[config.mk]
export PLATFORM = sky130hd
export DESIGN_NAME = wdt_prescaled
export DESIGN_NICKNAME = d
export VERILOG_FILES = /design/src/rtl/wdt_pkg.sv /design/src/rtl/wdt_rst_sync.sv /design/src/rtl/wdt_regs.sv /design/src/rtl/wdt_prescaler.sv /design/src/rtl/wdt_counter.sv /design/src/rtl/wdt_prescaled.sv
export SDC_FILE = /design/constraint.sdc
export NUM_CORES = 1
export LEC_CHECK = 0
export CELL_PAD_IN_SITES_DETAIL_PLACEMENT = 1
export CELL_PAD_IN_SITES_GLOBAL_PLACEMENT = 1
export CORE_MARGIN = 2
export CORE_UTILIZATION = 43
export CTS_CLUSTER_SIZE = 28
export DETAILED_ROUTE_END_ITERATION = 10
export PLACE_DENSITY = 0.9
export SETUP_SLACK_MARGIN = 0.05
export SYNTH_ARGS = -nofsm -noshare
export SYNTH_HDL_FRONTEND = slang
export SYNTH_SLANG_ARGS = --single-unit
[constraint.sdc]
create_clock -name clk -period 2.2 [get_ports clk]
set_input_delay 0.22 -clock clk [delete_from_list [all_inputs] [get_ports clk]]
set_output_delay 0.22 -clock clk [all_outputs]
set_load 0.01 [all_outputs]
[src/rtl/wdt_pkg.sv]
package wdt_pkg;

  typedef enum logic [1:0] {
    RSEL_SUB  = 2'd0,
    RSEL_LOW  = 2'd1,
    RSEL_HIGH = 2'd2
  } ratio_sel_e;

  function automatic ratio_sel_e pick_ratio(input logic sub_sel, input logic hi_bit);
    if (sub_sel)     return RSEL_SUB;
    else if (hi_bit) return RSEL_HIGH;
    else             return RSEL_LOW;
  endfunction

endpackage

[src/rtl/wdt_rst_sync.sv]
module wdt_rst_sync (
  input  logic clk,
  input  logic rst_ni,
  output logic rst_no
);
  logic stage1_q, stage2_q;

  always_ff @(posedge clk or negedge rst_ni) begin
    if (!rst_ni) begin
      stage1_q <= 1'b0;
      stage2_q <= 1'b0;
    end else begin
      stage1_q <= 1'b1;
      stage2_q <= stage1_q;
    end
  end

  assign rst_no = stage2_q;
endmodule

[src/rtl/wdt_regs.sv]
module wdt_regs #(
  parameter int          ADDR_W     = 4,
  parameter int          DATA_W     = 8,
  parameter int          CTRL_BIT   = 7,
  parameter logic [3:0]  START_ADDR = 4'hE,
  parameter logic [3:0]  CTRL_ADDR  = 4'hF
) (
  input  logic              clk,
  input  logic              rst_ni,
  input  logic              bus_wr,
  input  logic [ADDR_W-1:0] bus_addr,
  input  logic [DATA_W-1:0] bus_wdata,
  output logic [DATA_W-1:0] bus_rdata,
  output logic              start_wr,
  output logic              ratio_hi
);
  localparam logic [ADDR_W-1:0] START_A = ADDR_W'(START_ADDR);
  localparam logic [ADDR_W-1:0] CTRL_A  = ADDR_W'(CTRL_ADDR);

  logic ctrl_q, ctrl_d;
  logic ctrl_wr;

  assign ctrl_wr  = bus_wr && (bus_addr == CTRL_A);
  assign start_wr = bus_wr && (bus_addr == START_A);

  always_comb begin
    ctrl_d = ctrl_q;
    if (ctrl_wr) ctrl_d = bus_wdata[CTRL_BIT];
  end

  always_ff @(posedge clk or negedge rst_ni) begin
    if (!rst_ni) ctrl_q <= 1'b0;
    else         ctrl_q <= ctrl_d;
  end

  always_comb begin
    bus_rdata = '0;
    if (bus_addr == CTRL_A) bus_rdata[CTRL_BIT] = ctrl_q;
  end

  assign ratio_hi = ctrl_q;

  AST_CTRL_LOW_ZERO: assert property (@(posedge clk) disable iff (!rst_ni)
    (bus_rdata & ~(DATA_W'(1) << CTRL_BIT)) == '0);
  AST_CTRL_WRITE: assert property (@(posedge clk) disable iff (!rst_ni)
    ctrl_wr |=> (ratio_hi == $past(bus_wdata[CTRL_BIT])));
endmodule

[src/rtl/wdt_prescaler.sv]
module wdt_prescaler
  import wdt_pkg::*;
#(
  parameter int DIV_SUB = 2,
  parameter int DIV_LO  = 16,
  parameter int DIV_HI  = 128
) (
  input  logic clk,
  input  logic rst_ni,
  input  logic en,
  input  logic sub_sel,
  input  logic ratio_hi,
  output logic tick
);
  localparam int PSC_W = $clog2(DIV_HI);
  localparam logic [PSC_W-1:0] LIM_SUB = PSC_W'(DIV_SUB - 1);
  localparam logic [PSC_W-1:0] LIM_LO  = PSC_W'(DIV_LO - 1);
  localparam logic [PSC_W-1:0] LIM_HI  = PSC_W'(DIV_HI - 1);

  logic [PSC_W-1:0] psc_q, psc_d;
  logic [PSC_W-1:0] limit;
  ratio_sel_e       rsel;

  assign rsel = pick_ratio(sub_sel, ratio_hi);

  always_comb begin
    case (rsel)
      RSEL_SUB:  limit = LIM_SUB;
      RSEL_HIGH: limit = LIM_HI;
      default:   limit = LIM_LO;
    endcase
  end

  // power-of-two ratios: terminal count when all selected low bits are set
  assign tick = en && ((psc_q & limit) == limit);

  always_comb begin
    psc_d = psc_q;
    if (en) psc_d = psc_q + 1'b1;
  end

  always_ff @(posedge clk or negedge rst_ni) begin
    if (!rst_ni) psc_q <= '0;
    else         psc_q <= psc_d;
  end

  AST_PSC_FROZEN: assert property (@(posedge clk) disable iff (!rst_ni)
    !en |=> $stable(psc_q));
  AST_SUB_TICK_RATE: assert property (@(posedge clk) disable iff (!rst_ni)
    (tick && sub_sel && $past(sub_sel) && $past(en) && en) |-> !$past(tick));
endmodule

[src/rtl/wdt_counter.sv]
module wdt_counter #(
  parameter int CNT_W = 15
) (
  input  logic clk,
  input  logic rst_ni,
  input  logic start_wr,
  input  logic hold,
  input  logic tick,
  output logic psc_en,
  output logic irq
);
  localparam logic [CNT_W-1:0] RELOAD = '1;

  logic [CNT_W-1:0] cnt_q, cnt_d;
  logic             run_q, run_d;
  logic             irq_q, irq_d;
  logic             underflow;

  assign psc_en    = run_q && !hold;
  assign underflow = run_q && tick && (cnt_q == '0) && !start_wr;

  always_comb begin
    run_d = run_q | start_wr;
    irq_d = underflow;
    cnt_d = cnt_q;
    if (start_wr)           cnt_d = RELOAD;
    else if (run_q && tick) cnt_d = (cnt_q == '0) ? RELOAD : cnt_q - 1'b1;
  end

  always_ff @(posedge clk or negedge rst_ni) begin
    if (!rst_ni) begin
      cnt_q <= '0;
      run_q <= 1'b0;
      irq_q <= 1'b0;
    end else begin
      cnt_q <= cnt_d;
      run_q <= run_d;
      irq_q <= irq_d;
    end
  end

  assign irq = irq_q;

  AST_IDLE_UNTIL_START: assert property (@(posedge clk) disable iff (!rst_ni)
    (!run_q && !start_wr) |=> ($stable(cnt_q) && !irq));
  AST_START_RELOAD: assert property (@(posedge clk) disable iff (!rst_ni)
    start_wr |=> (cnt_q == RELOAD));
  AST_IRQ_SINGLE: assert property (@(posedge clk) disable iff (!rst_ni)
    irq |=> !irq);
  AST_IRQ_RELOADS: assert property (@(posedge clk) disable iff (!rst_ni)
    irq |-> (cnt_q == RELOAD));
  AST_START_WINS: assert property (@(posedge clk) disable iff (!rst_ni)
    start_wr |=> !irq);
  AST_HOLD_FREEZE: assert property (@(posedge clk) disable iff (!rst_ni)
    (hold && !start_wr) |=> ($stable(cnt_q) && !irq));
endmodule

[src/rtl/wdt_prescaled.sv]
module wdt_prescaled #(
  parameter int         CNT_W      = 15,
  parameter int         DIV_SUB    = 2,
  parameter int         DIV_LO     = 16,
  parameter int         DIV_HI     = 128,
  parameter logic [3:0] START_ADDR = 4'hE,
  parameter logic [3:0] CTRL_ADDR  = 4'hF
) (
  input  logic       clk,
  input  logic       rst_n,
  input  logic       sub_clk_sel,
  input  logic       hold,
  input  logic       bus_wr,
  input  logic [3:0] bus_addr,
  input  logic [7:0] bus_wdata,
  output logic [7:0] bus_rdata,
  output logic       wdt_irq
);
  logic rst_sync_n;
  logic start_wr;
  logic ratio_hi;
  logic psc_en;
  logic tick;

  wdt_rst_sync u_rst_sync (
    .clk    (clk),
    .rst_ni (rst_n),
    .rst_no (rst_sync_n)
  );

  wdt_regs #(
    .ADDR_W     (4),
    .DATA_W     (8),
    .CTRL_BIT   (7),
    .START_ADDR (START_ADDR),
    .CTRL_ADDR  (CTRL_ADDR)
  ) u_regs (
    .clk       (clk),
    .rst_ni    (rst_sync_n),
    .bus_wr    (bus_wr),
    .bus_addr  (bus_addr),
    .bus_wdata (bus_wdata),
    .bus_rdata (bus_rdata),
    .start_wr  (start_wr),
    .ratio_hi  (ratio_hi)
  );

  wdt_prescaler #(
    .DIV_SUB (DIV_SUB),
    .DIV_LO  (DIV_LO),
    .DIV_HI  (DIV_HI)
  ) u_psc (
    .clk      (clk),
    .rst_ni   (rst_sync_n),
    .en       (psc_en),
    .sub_sel  (sub_clk_sel),
    .ratio_hi (ratio_hi),
    .tick     (tick)
  );

  wdt_counter #(
    .CNT_W (CNT_W)
  ) u_cnt (
    .clk      (clk),
    .rst_ni   (rst_sync_n),
    .start_wr (start_wr),
    .hold     (hold),
    .tick     (tick),
    .psc_en   (psc_en),
    .irq      (wdt_irq)
  );

  AST_NO_IRQ_IN_RESET: assert property (@(posedge clk) disable iff (!rst_n)
    !rst_sync_n |-> !wdt_irq);
endmodule

==> key figures, run 1 <==
Logic synthesis
  • Syn. warnings: 0
  • Post-synth top cells: 27 x dfrtp_1, 13 x nor3_1, 8 x nand3_1
  • Post-Syn Instances: 151
  • Ys async rst share: 100%
  • Yosys top cell by area: dfrtp_1
  • Mean post-synth cell area: 10.0 um^2
  • Post-synth EDFFs: 0
  • Top_reg_cell synth: dfrtp_1
  • Synth unique cells: 44
  • Most area-consuming cells after synthesis: dfrtp_1 45%, nor3_1 4.3%, buf_4 3.5%, or4_1 3.0%, o32ai_1 2.9%
  • Yosys reg bits: 27
  • Seq/Total Area, Yosys: 44.6%
  • Mapped cell area: 1510 um^2
  • Synth top area share: 44.6%
  • Most frequent cell after synthesis: dfrtp_1

Global route
  • GRT Total Usage: 23.2%
  • Remaining global-route overflow: 0
  • Initial antenna violation count: 0
  • First-pass GRT wire length: 7250 um
  • Vias in the first global route: 1,531
  • Largest net degree at the start of global routing: 26

Power
  • Pwr Density: 849 nW/um^2
  • Maximum vdd drop: 0.631 mV
  • P_leak: 0.747 nW

Worst hold path
  • Hold Path Class: primary input to asynchronous set/reset pin

Timing
  • Max Clk Rate: 470 MHz
  • Fin Setup TNS: 0 ps
  • Hold slack: 25.8 ps
  • Final Hold Vio Count: 0
  • Worst Tran Pin Value: 649 ps
  • Final Skew: 2.24 ps
  • Final setup violation count: 0
  • Final Max Slew Viols: 0
  • RSZ-0062 raised after global routing: yes
  • Headroom to the max-slew limit: 56.5%
  • Setup ws final: 72.5 ps
  • Period Utilization, post-route: 96.7%
  • Minimum clock period: 2130 ps

Cells and area
  • Antenna cells: 0
  • Fin cells: 225
  • Synth-to-layout area growth: 23.1%
  • Fin nets: 199
  • Layout cell share with drive strength beyond 1: 19.0%
  • Filler cells: 407
  • Design Area, Final: 1860 um^2

Clock network
  • CTS tree: built
  • Hold Buf Count CTS: 0
  • Htree depth: 1
  • Clock sinks: 27
  • Clock slew at reported path FFs: 150 ps
  • Clk Latency, worst-skew pair: 330 ps
  • CTS buffer count: 3
  • Clk root buf: clkbuf_4
  • Worst-case clock buffer depth: 2

Floorplan
  • Initial cell density of the core: 45.0%
  • Full die area: 4010 um^2
  • Die Height: 63.3 um
  • Die span in x: 63.3 um
  • Core region area: 3360 um^2
  • Cell Rows: 21
  • Io pins: 26

Route
  • Antenna Violating Nets Remaining: 0
  • Vias: 1,337
  • Initial DRC count: 53
  • DRC Markers: 0
  • Detailed-route wire length per cell: 19.1 um
  • Pre-antenna DRT Iters: 6
  • WL final: 4290 um
  • Via density: 5.94

Critical path
  • Critical path buffer and inverter count: 1
  • CP required: 2430 ps
  • Worst setup EP type: flip-flop
  • Arr. time, crit path: 2360 ps
  • Critical path's top delay family: simple AND/OR/NAND/NOR gates
  • CP Max Fanout: 4
  • CP startpoint kind: flip-flop
  • Slowest Stage Delay on Critical Path: 500 ps
  • Worst-path cell chain: inv_2, ha_4, or4b_4, or4_4, o21ai_1, or3b_1
  • Worst-path cell with the longest stage delay: or4b_4
  • Setup CP Type: flip-flop to flip-flop

Placement
  • Dpl cells: 216
  • Pre-CTS setup slack: 26.5 ps
  • Placement Cell Area: 1750 um^2
  • GP Congestion: 0.822
  • Port-buffer cells: 11
  • DPL Wire Length: 3190 um

Outcome
  • Status: completed

Job
  • Max Cap Violations: 0
-- path summary, 6_finish.rpt --
| path | from | to | slack [ps] | cells past startpoint |
|---|---|---|---|---|
| max | u_cnt.cnt_q[0] | u_cnt.cnt_q[8] | 70 | 6 |
| min | rst_n | u_rst_sync.rst_no | 30 | 1 |
| max reg2reg | u_cnt.cnt_q[0] | u_cnt.cnt_q[8] | 70 | 6 |
| min reg2reg | u_rst_sync.rst_no | u_cnt.cnt_q[2] | 240 | 1 |
| max in group asynchronous | u_rst_sync.rst_no | u_cnt.cnt_q[9] | 1700 | 1 |
| min in group clk | u_rst_sync.stage1_q | u_rst_sync.rst_no | 390 | 0 |
-- through the flow --
stage,utilization (%),power [mW]
CTS,53.4,1.54
detailed placement,52.1,1.30
global placement,52.1,1.22
finish,55.4,1.58
floorplan,-,1.08
global route,55.4,1.69
-- layout by cell type (no fill, tap or decap), drive strengths merged, types with 2 or more instances in the layout --
| cell | n |
|---|---|
| o41ai | 2 |
| nand2b | 3 |
| nor2b | 2 |
| a21oi | 3 |
| o32ai | 5 |
| nor3b | 2 |
| mux2 | 2 |
| a211oi | 3 |
| nand3 | 8 |
| and3 | 5 |
| nor2 | 7 |
| a31oi | 2 |
| ha | 2 |
| clkbuf | 5 |
| conb | 8 |
| mux2i | 2 |
| clkdlybuf4s50 | 11 |
| a22oi | 4 |
| buf | 17 |
| nand2 | 2 |
| or3 | 3 |
| nor4b | 2 |
| or4 | 7 |
| xnor2 | 5 |
| nor3 | 13 |
| dfrtp | 27 |
| inv | 7 |
| o31ai | 5 |
| nand4 | 2 |
| or2 | 3 |
-- worst reg2reg max path, stage by stage, from the launching register on --
cell,delay (ps)
dfrtp_1,430
inv_2,80
ha_4,130
or4b_4,500
or4_4,440
o21ai_1,120
or3b_1,340
-- layout make-up --
class                   instances  area (um^2)  share of cell area, %
flip-flops and latches         27          676                   36.2
clock buffers                   4         26.3                   1.41
repair buffers                 29          288                   15.4
inverters                       7         26.3                   1.41
well taps                      46         57.6                   3.09
multi-input cells             112          791                   42.4
-- kinds of logic after synthesis --
family	share of synthesized area (%)
other cells	0.496
simple gates	26.4
fa+ha+maj	1.65
buf+inv	6.69
xor+xnor	3.47
flops	44.6
compound gates	13.8
mux	2.81
-- repair_timing --
| item | CTS | global route |
|---|---|---|
| setup endpoints to repair | 5 | 12 |
| resized for setup | 1 | 7 |
| buffers inserted | 2 | 2 |
| pin swaps | 2 | 3 |
| cloned | 0 | 1 |
-- report_power, final --
| part | switching, mW | internal, mW |
|---|---|---|
| sequential | 0.160 | 0.631 |
| combinational | 0.291 | 0.276 |
| clock | 0.153 | 0.0711 |
| total | 0.604 | 0.978 |
-- flip-flops by register name, indices dropped and copies added (netlist names) --
register             count
u_cnt.cnt_q             15
u_psc.psc_q              7
u_cnt.irq                1
u_cnt.run_q              1
u_regs.ratio_hi          1
u_rst_sync.rst_no        1
u_rst_sync.stage1_q      1
-- per-layer routing --
layer,vias to the layer above,global-route usage (%),share of wire [%]
li1,614,-,-
met2,26,46.7,58
met4,0,6.79,1.9
met3,10,2.50,1.9
met5,-,0,0
met1,687,24.9,38
Note: power is estimated with default switching activity, not from simulation.
==> run 2: changes to the inputs <==
--- a/config.mk
+++ b/config.mk
@@ -5,6 +5,7 @@
 export SDC_FILE = /design/constraint.sdc
 export NUM_CORES = 1
 export LEC_CHECK = 0
+export ABC_AREA = 0
 export CELL_PAD_IN_SITES_DETAIL_PLACEMENT = 1
 export CELL_PAD_IN_SITES_GLOBAL_PLACEMENT = 1
 export CORE_MARGIN = 2
@@ -12,7 +13,6 @@
 export CTS_CLUSTER_SIZE = 28
 export DETAILED_ROUTE_END_ITERATION = 10
 export PLACE_DENSITY = 0.9
-export SETUP_SLACK_MARGIN = 0.05
 export SYNTH_ARGS = -nofsm -noshare
 export SYNTH_HDL_FRONTEND = slang
 export SYNTH_SLANG_ARGS = --single-unit
==> key figures, run 2 (synthesis results as in run 1) <==
Critical path
  • Setup CP Type: flip-flop to flip-flop
  • Worst setup EP type: flip-flop
  • Reg2reg setup slack: 60 ps (about the same)
  • Slowest Stage Delay on Critical Path: 500 ps (about the same)
  • Reg-to-Reg End: u_cnt.cnt_q[8]
  • CP required: 2440 ps (about the same)
  • Worst-path cell with the longest stage delay: or4b_4
  • Arr. time, crit path: 2380 ps (+20 ps)
  • CP startpoint kind: flip-flop
  • CP Max Fanout: 4 (unchanged)
  • Worst setup endpoint: u_cnt.cnt_q[8]
  • Reg2reg path depth: 6 (unchanged)
  • Worst-path cell chain: inv_2, ha_4, or4b_4, or4_4, o21ai_1, or3b_1
  • R2R Path Start: u_cnt.cnt_q[0]
  • CP Launch Point: u_cnt.cnt_q[0]

Timing
  • Final setup violation count: 0 (unchanged)
  • Hold slack: 13.8 ps (-12.0 ps)
  • Final Hold Vio Count: 0 (unchanged)
  • Final Max Slew Viols: 0 (unchanged)
  • Minimum clock period: 2140 ps (+14.2 ps)
  • Max Clk Rate: 467 MHz (-0.66%)
  • Final Skew: 10.8 ps (+8.54 ps)
  • Worst Tran Pin Value: 652 ps (+3.83 ps)
  • Headroom to the max-slew limit: 56.2% (-0.26 points)
  • Period Utilization, post-route: 97.3% (+0.64 points)
  • Setup ws final: 58.3 ps (-14.2 ps)

Global route
  • GRT Total Usage: 22.7% (-0.46 points)
  • Largest net degree at the start of global routing: 26 (unchanged)
  • Remaining global-route overflow: 0 (unchanged)
  • Vias in the first global route: 1,519 (-0.78%)
  • Initial antenna violation count: 0 (unchanged)
  • First-pass GRT wire length: 7130 um (-1.6%)

Cells and area
  • Most frequent cells in the layout: 27 x dfrtp_1, 13 x nor3_1, 13 x buf_4
  • Largest Register: u_cnt.cnt_q
  • Regs by FF count: u_cnt.cnt_q (15), u_psc.psc_q (7)
  • Synth-to-layout area growth: 19.8%
  • Antenna cells: 0 (unchanged)
  • Final core occ: 53.9% (-1.5 points)
  • Max FFs per register: 15 (unchanged)
  • Leading cell type in the layout, fill and taps excluded: dfrtp_1
  • Fin nets: 196 (-1.5%)
  • Filler cells: 403 (-0.98%)
  • Layout cell share with drive strength beyond 1: 15.9% (-3.1 points)

Route
  • DRC Markers: 0 (unchanged)
  • Antenna Violating Nets Remaining: 0 (unchanged)
  • Via density: 6.03 (+1.4%)
  • WL final: 4410 um (+2.6%)
  • Detailed-route wire length per cell: 19.8 um (+4.0%)
  • Vias: 1,338 (+0.075%)
  • Initial DRC count: 29 (-45%)
  • Pre-antenna DRT Iters: 4 (-2)

Placement
  • Port-buffer cells: 11 (unchanged)
  • DPL Wire Length: 3190 um (unchanged)
  • Pre-CTS setup slack: 26.5 ps (unchanged)
  • GP Congestion: 0.822 (unchanged)

Floorplan
  • Die span in x: 63.3 um (unchanged)
  • Core region area: 3360 um^2 (unchanged)
  • Die Height: 63.3 um (unchanged)
  • Initial cell density of the core: 45.0% (unchanged)
  • Cell Rows: 21 (unchanged)
  • Full die area: 4010 um^2 (unchanged)
  • Io pins: 26 (unchanged)

Outcome
  • Status: completed

Power
  • Total design power: 1.60 mW (+1.0%)
  • P_leak: 0.726 nW (-2.9%)
  • Pwr Density: 882 nW/um^2 (+3.9%)
  • Maximum vdd drop: 0.653 mV (+3.5%)

Clock network
  • Clock slew at reported path FFs: 160 ps (about the same)
  • Htree depth: 1 (unchanged)
  • Clk root buf: clkbuf_4
  • CTS tree: built
  • Worst-case clock buffer depth: 2 (unchanged)
  • Hold Buf Count CTS: 0 (unchanged)
  • Clock sinks: 27 (unchanged)
  • Clk Latency, worst-skew pair: 340 ps (about the same)
  • CTS buffer count: 3 (unchanged)

Worst hold path
  • Hold Path Class: primary input to asynchronous set/reset pin

Job
  • Max Cap Violations: 0 (unchanged)
run 2: cell types whose count changed in the layout (fill, tap and decap cells not counted), sizes merged:
cell,change
buf,-2
clkbuf,-1
run 2: power breakdown:
| part | switching (mW) | internal [mW] |
|---|---|---|
| Sequential | 0.163 | 0.631 |
| Combinational | 0.301 | 0.273 |
| Clock | 0.159 | 0.0712 |
| Total | 0.623 | 0.975 |
run 2: critical path: cells and delay by family (launching register included):
kind	cells	cell delay [ps]
buffers and inverters	1	80
and+or+nand+nor	3	1280
AOI/OAI and AO/OA	1	120
adders and majority gates	1	130
DFF	1	440
run 2: worst min path at each step:
stage	start	cells after the start	slack [ps]	end
floorplan	rst_n	0	-80	u_rst_sync.rst_no
global placement	u_rst_sync.rst_no	1	230	u_cnt.cnt_q[2]
detailed placement	u_rst_sync.rst_no	1	240	u_cnt.cnt_q[2]
CTS	rst_n	1	20	u_rst_sync.rst_no
global route	rst_n	1	20	u_rst_sync.stage1_q
finish	rst_n	1	10	u_rst_sync.stage1_q
run 2: timing repair:
| item | in CTS | in global routing |
|---|---|---|
| resized for setup | 0 | 5 |
| setup endpoints to repair | 2 | 11 |
| setup buffers | 1 | 1 |
| pin swaps | 1 | 1 |
| endpoints found under the hold margin | 0 | 0 |
run 2: through the flow:
step           cells  cell area (um^2)  TNS, ps
2_1_floorplan    157              1540        0
3_3_place_gp     216              1750        0
3_5_place_dp     216              1750        0
4_1_cts          221              1790        0
5_1_grt          222              1810    -28.9
6_report         222              1810        0
run 2: layer usage:
| layer | track usage [%] | vias up | part of all wire (%) |
|---|---|---|---|
| li1 | - | 609 | - |
| met1 | 24.3 | 690 | 37 |
| met2 | 46.1 | 29 | 59 |
| met3 | 2.32 | 10 | 2.2 |
| met4 | 6.52 | 0 | 2.1 |
| met5 | 0 | - | 0 |
run 2: cell type report:
cell class	count	area, um^2	area share, %
clock buffer	4	26.3	1.45
inverter	7	26.3	1.45
multi-input combinational	112	779	43.0
sequential	27	676	37.3
tap	46	57.6	3.17
timing repair buffer	26	248	13.7
==> run 3: changes to the inputs <==
--- a/config.mk
+++ b/config.mk
@@ -6,8 +6,10 @@
 export NUM_CORES = 1
 export LEC_CHECK = 0
 export ABC_AREA = 0
+export ABC_CLOCK_PERIOD_IN_PS = 2200
 export CELL_PAD_IN_SITES_DETAIL_PLACEMENT = 1
 export CELL_PAD_IN_SITES_GLOBAL_PLACEMENT = 1
+export CORE_ASPECT_RATIO = 0.7
 export CORE_MARGIN = 2
 export CORE_UTILIZATION = 43
 export CTS_CLUSTER_SIZE = 28
==> key figures, run 3 (synthesis results as in run 1) <==
Cells and area
  • Reg area: 676 um^2 (unchanged)
  • Antenna cells: 0 (unchanged)
  • Design Area, Final: 1880 um^2 (+3.5%)
  • Multi-input logic area: 802 um^2 (+2.9%)
  • Layout cell share with drive strength beyond 1: 18.8% (+2.8 points)
  • Largest Register: u_cnt.cnt_q
  • Max FFs per register: 15 (unchanged)
  • Most frequent cells in the layout: 27 x dfrtp_1, 11 x nor3_1, 11 x clkdlybuf4s50_1, 11 x buf_4
  • Regs by FF count: u_cnt.cnt_q (15), u_psc.psc_q (7)
  • Final core occ: 57.6% (+3.7 points)
  • Fin nets: 196 (unchanged)
  • Leading cell type in the layout, fill and taps excluded: dfrtp_1
  • Synth-to-layout area growth: 23.9%
  • Filler cells: 357 (-11%)

Timing
  • Period Utilization, post-route: 98.7% (+1.4 points)
  • Final setup violation count: 0 (unchanged)
  • RSZ-0062 raised after global routing: yes
  • Final Max Slew Viols: 0 (unchanged)
  • Final Skew: 4.34 ps (-6.44 ps)
  • Worst Tran Pin Value: 528 ps (-124 ps)
  • Headroom to the max-slew limit: 64.8% (+8.5 points)
  • Hold slack: 92.5 ps (+78.8 ps)
  • Max Clk Rate: 460 MHz (-1.4%)
  • Minimum clock period: 2170 ps (+30.7 ps)
  • Final Hold Vio Count: 0 (unchanged)
  • Setup ws final: 27.6 ps (-30.7 ps)

Critical path
  • Worst-path cell with the longest stage delay: or4b_4
  • CP Max Fanout: 7 (+3)
  • Worst-path cell chain: inv_1, ha_2, or4b_4, nor4b_4, buf_6, buf_12, nor3b_2, o31ai_2
  • CP required: 2380 ps (-60 ps)
  • Arr. time, crit path: 2350 ps (-30 ps)
  • Setup CP Type: flip-flop to flip-flop
  • Slowest Stage Delay on Critical Path: 520 ps (+20 ps)
  • Worst setup EP type: flip-flop
  • CP startpoint kind: flip-flop

Outcome
  • Status: completed

Floorplan
  • Core region area: 3250 um^2 (-3.2%)
  • Die Height: 53.6 um (-15%)
  • Initial cell density of the core: 46.5% (+1.5 points)
  • Die span in x: 74.9 um (+18%)
  • Full die area: 4020 um^2 (+0.19%)
  • Io pins: 26 (unchanged)
  • Cell Rows: 17 (-19%)

Clock network
  • Clk root buf: clkbuf_8
  • Clk Latency, worst-skew pair: 280 ps (-60 ps)
  • Clock slew at reported path FFs: 100 ps (-60 ps)
  • Hold Buf Count CTS: 0 (unchanged)
  • CTS tree: built
  • Htree depth: 1 (unchanged)
  • CTS buffer count: 3 (unchanged)
  • Worst-case clock buffer depth: 2 (unchanged)
  • Clock sinks: 27 (unchanged)

Route
  • Detailed-route wire length per cell: 18.6 um (-6.0%)
  • WL final: 4160 um (-5.6%)
  • Via density: 5.86 (-2.8%)
  • Pre-antenna DRT Iters: 4 (unchanged)
  • Initial DRC count: 89 (+210%)
  • Vias: 1,306 (-2.4%)
  • Antenna Violating Nets Remaining: 0 (unchanged)
  • DRC Markers: 0 (unchanged)

Power
  • P_leak: 0.750 nW (+3.4%)
  • Pwr Density: 860 nW/um^2 (-2.4%)
  • Total design power: 1.61 mW (+0.94%)
  • Maximum vdd drop: 0.502 mV (-23%)

Global route
  • GRT Total Usage: 23.0% (+0.22 points)
  • Remaining global-route overflow: 0 (unchanged)
  • Largest net degree at the start of global routing: 19 (-27%)
  • First-pass GRT wire length: 6790 um (-4.7%)
  • Initial antenna violation count: 0 (unchanged)
  • Vias in the first global route: 1,398 (-8.0%)

Placement
  • Placement Cell Area: 1730 um^2 (-1.1%)
  • GP Congestion: 0.839 (+2.0%)
  • Pre-CTS setup slack: -7.76 ps (-34.2 ps)
  • DPL Wire Length: 2870 um (-9.9%)
  • Port-buffer cells: 11 (unchanged)

Job
  • Max Cap Violations: 0 (unchanged)

Worst hold path
  • Hold Path Class: primary input to asynchronous set/reset pin
## run 3: critical path: cells and delay by family (launching register included)
family / cells / cell delay [ps]
AOI/OAI and AO/OA: 1 / 270
adders and majority gates: 1 / 190
buffers and inverters: 3 / 360
DFF: 1 / 390
and+or+nand+nor: 3 / 860
## run 3: layout make-up
type	instances	area share (%)
sequential	27	36.0
timing repair buffer	26	14.1
clock buffer	3	2.20
tap	47	3.14
clock inverter	1	0.400
multi-input combinational	112	42.8
inverter	7	1.40
## run 3: stage by stage
stage,instances,TNS (ps)
3_3_place_gp,216,0
6_report,223,0
4_1_cts,222,0
3_5_place_dp,216,-7.76
5_1_grt,223,-102
2_1_floorplan,157,0
## run 3: path summary, 6_finish.rpt
path | start | endpoint | slack (ps) | depth (start not counted)
min in group clk | u_rst_sync.stage1_q | u_rst_sync.rst_no | 380 | 0
max in group asynchronous | u_rst_sync.rst_no | u_cnt.cnt_q[13] | 1470 | 1
min reg2reg | u_rst_sync.rst_no | u_cnt.irq | 150 | 0
max | u_cnt.cnt_q[1] | u_cnt.cnt_q[5] | 30 | 8
min | rst_n | u_rst_sync.rst_no | 90 | 1
max reg2reg | u_cnt.cnt_q[1] | u_cnt.cnt_q[5] | 30 | 8
## run 3: what timing repair did
| action | CTS | global route |
|---|---|---|
| buffers inserted | 2 | 1 |
| gates cloned | 0 | 0 |
| endpoints found under the hold margin | 0 | 0 |
| pin swaps | 0 | 7 |
| endpoints found under the setup margin | 1 | 9 |
| gates resized for setup | 1 | 9 |
## run 3: report_power, final
part / switching [mW] / total [mW] / internal [mW]
Sequential: 0.175 / 0.806 / 0.631
Combinational: 0.259 / 0.512 / 0.254
Clock: 0.166 / 0.295 / 0.129
## run 3: per-layer routing
metal | GRT usage [%] | wire length (um)
met1 | 27.5 | 1840
met2 | 41.8 | 2170
met3 | 5.06 | 100
met4 | 6.25 | 45
met5 | 0 | 0
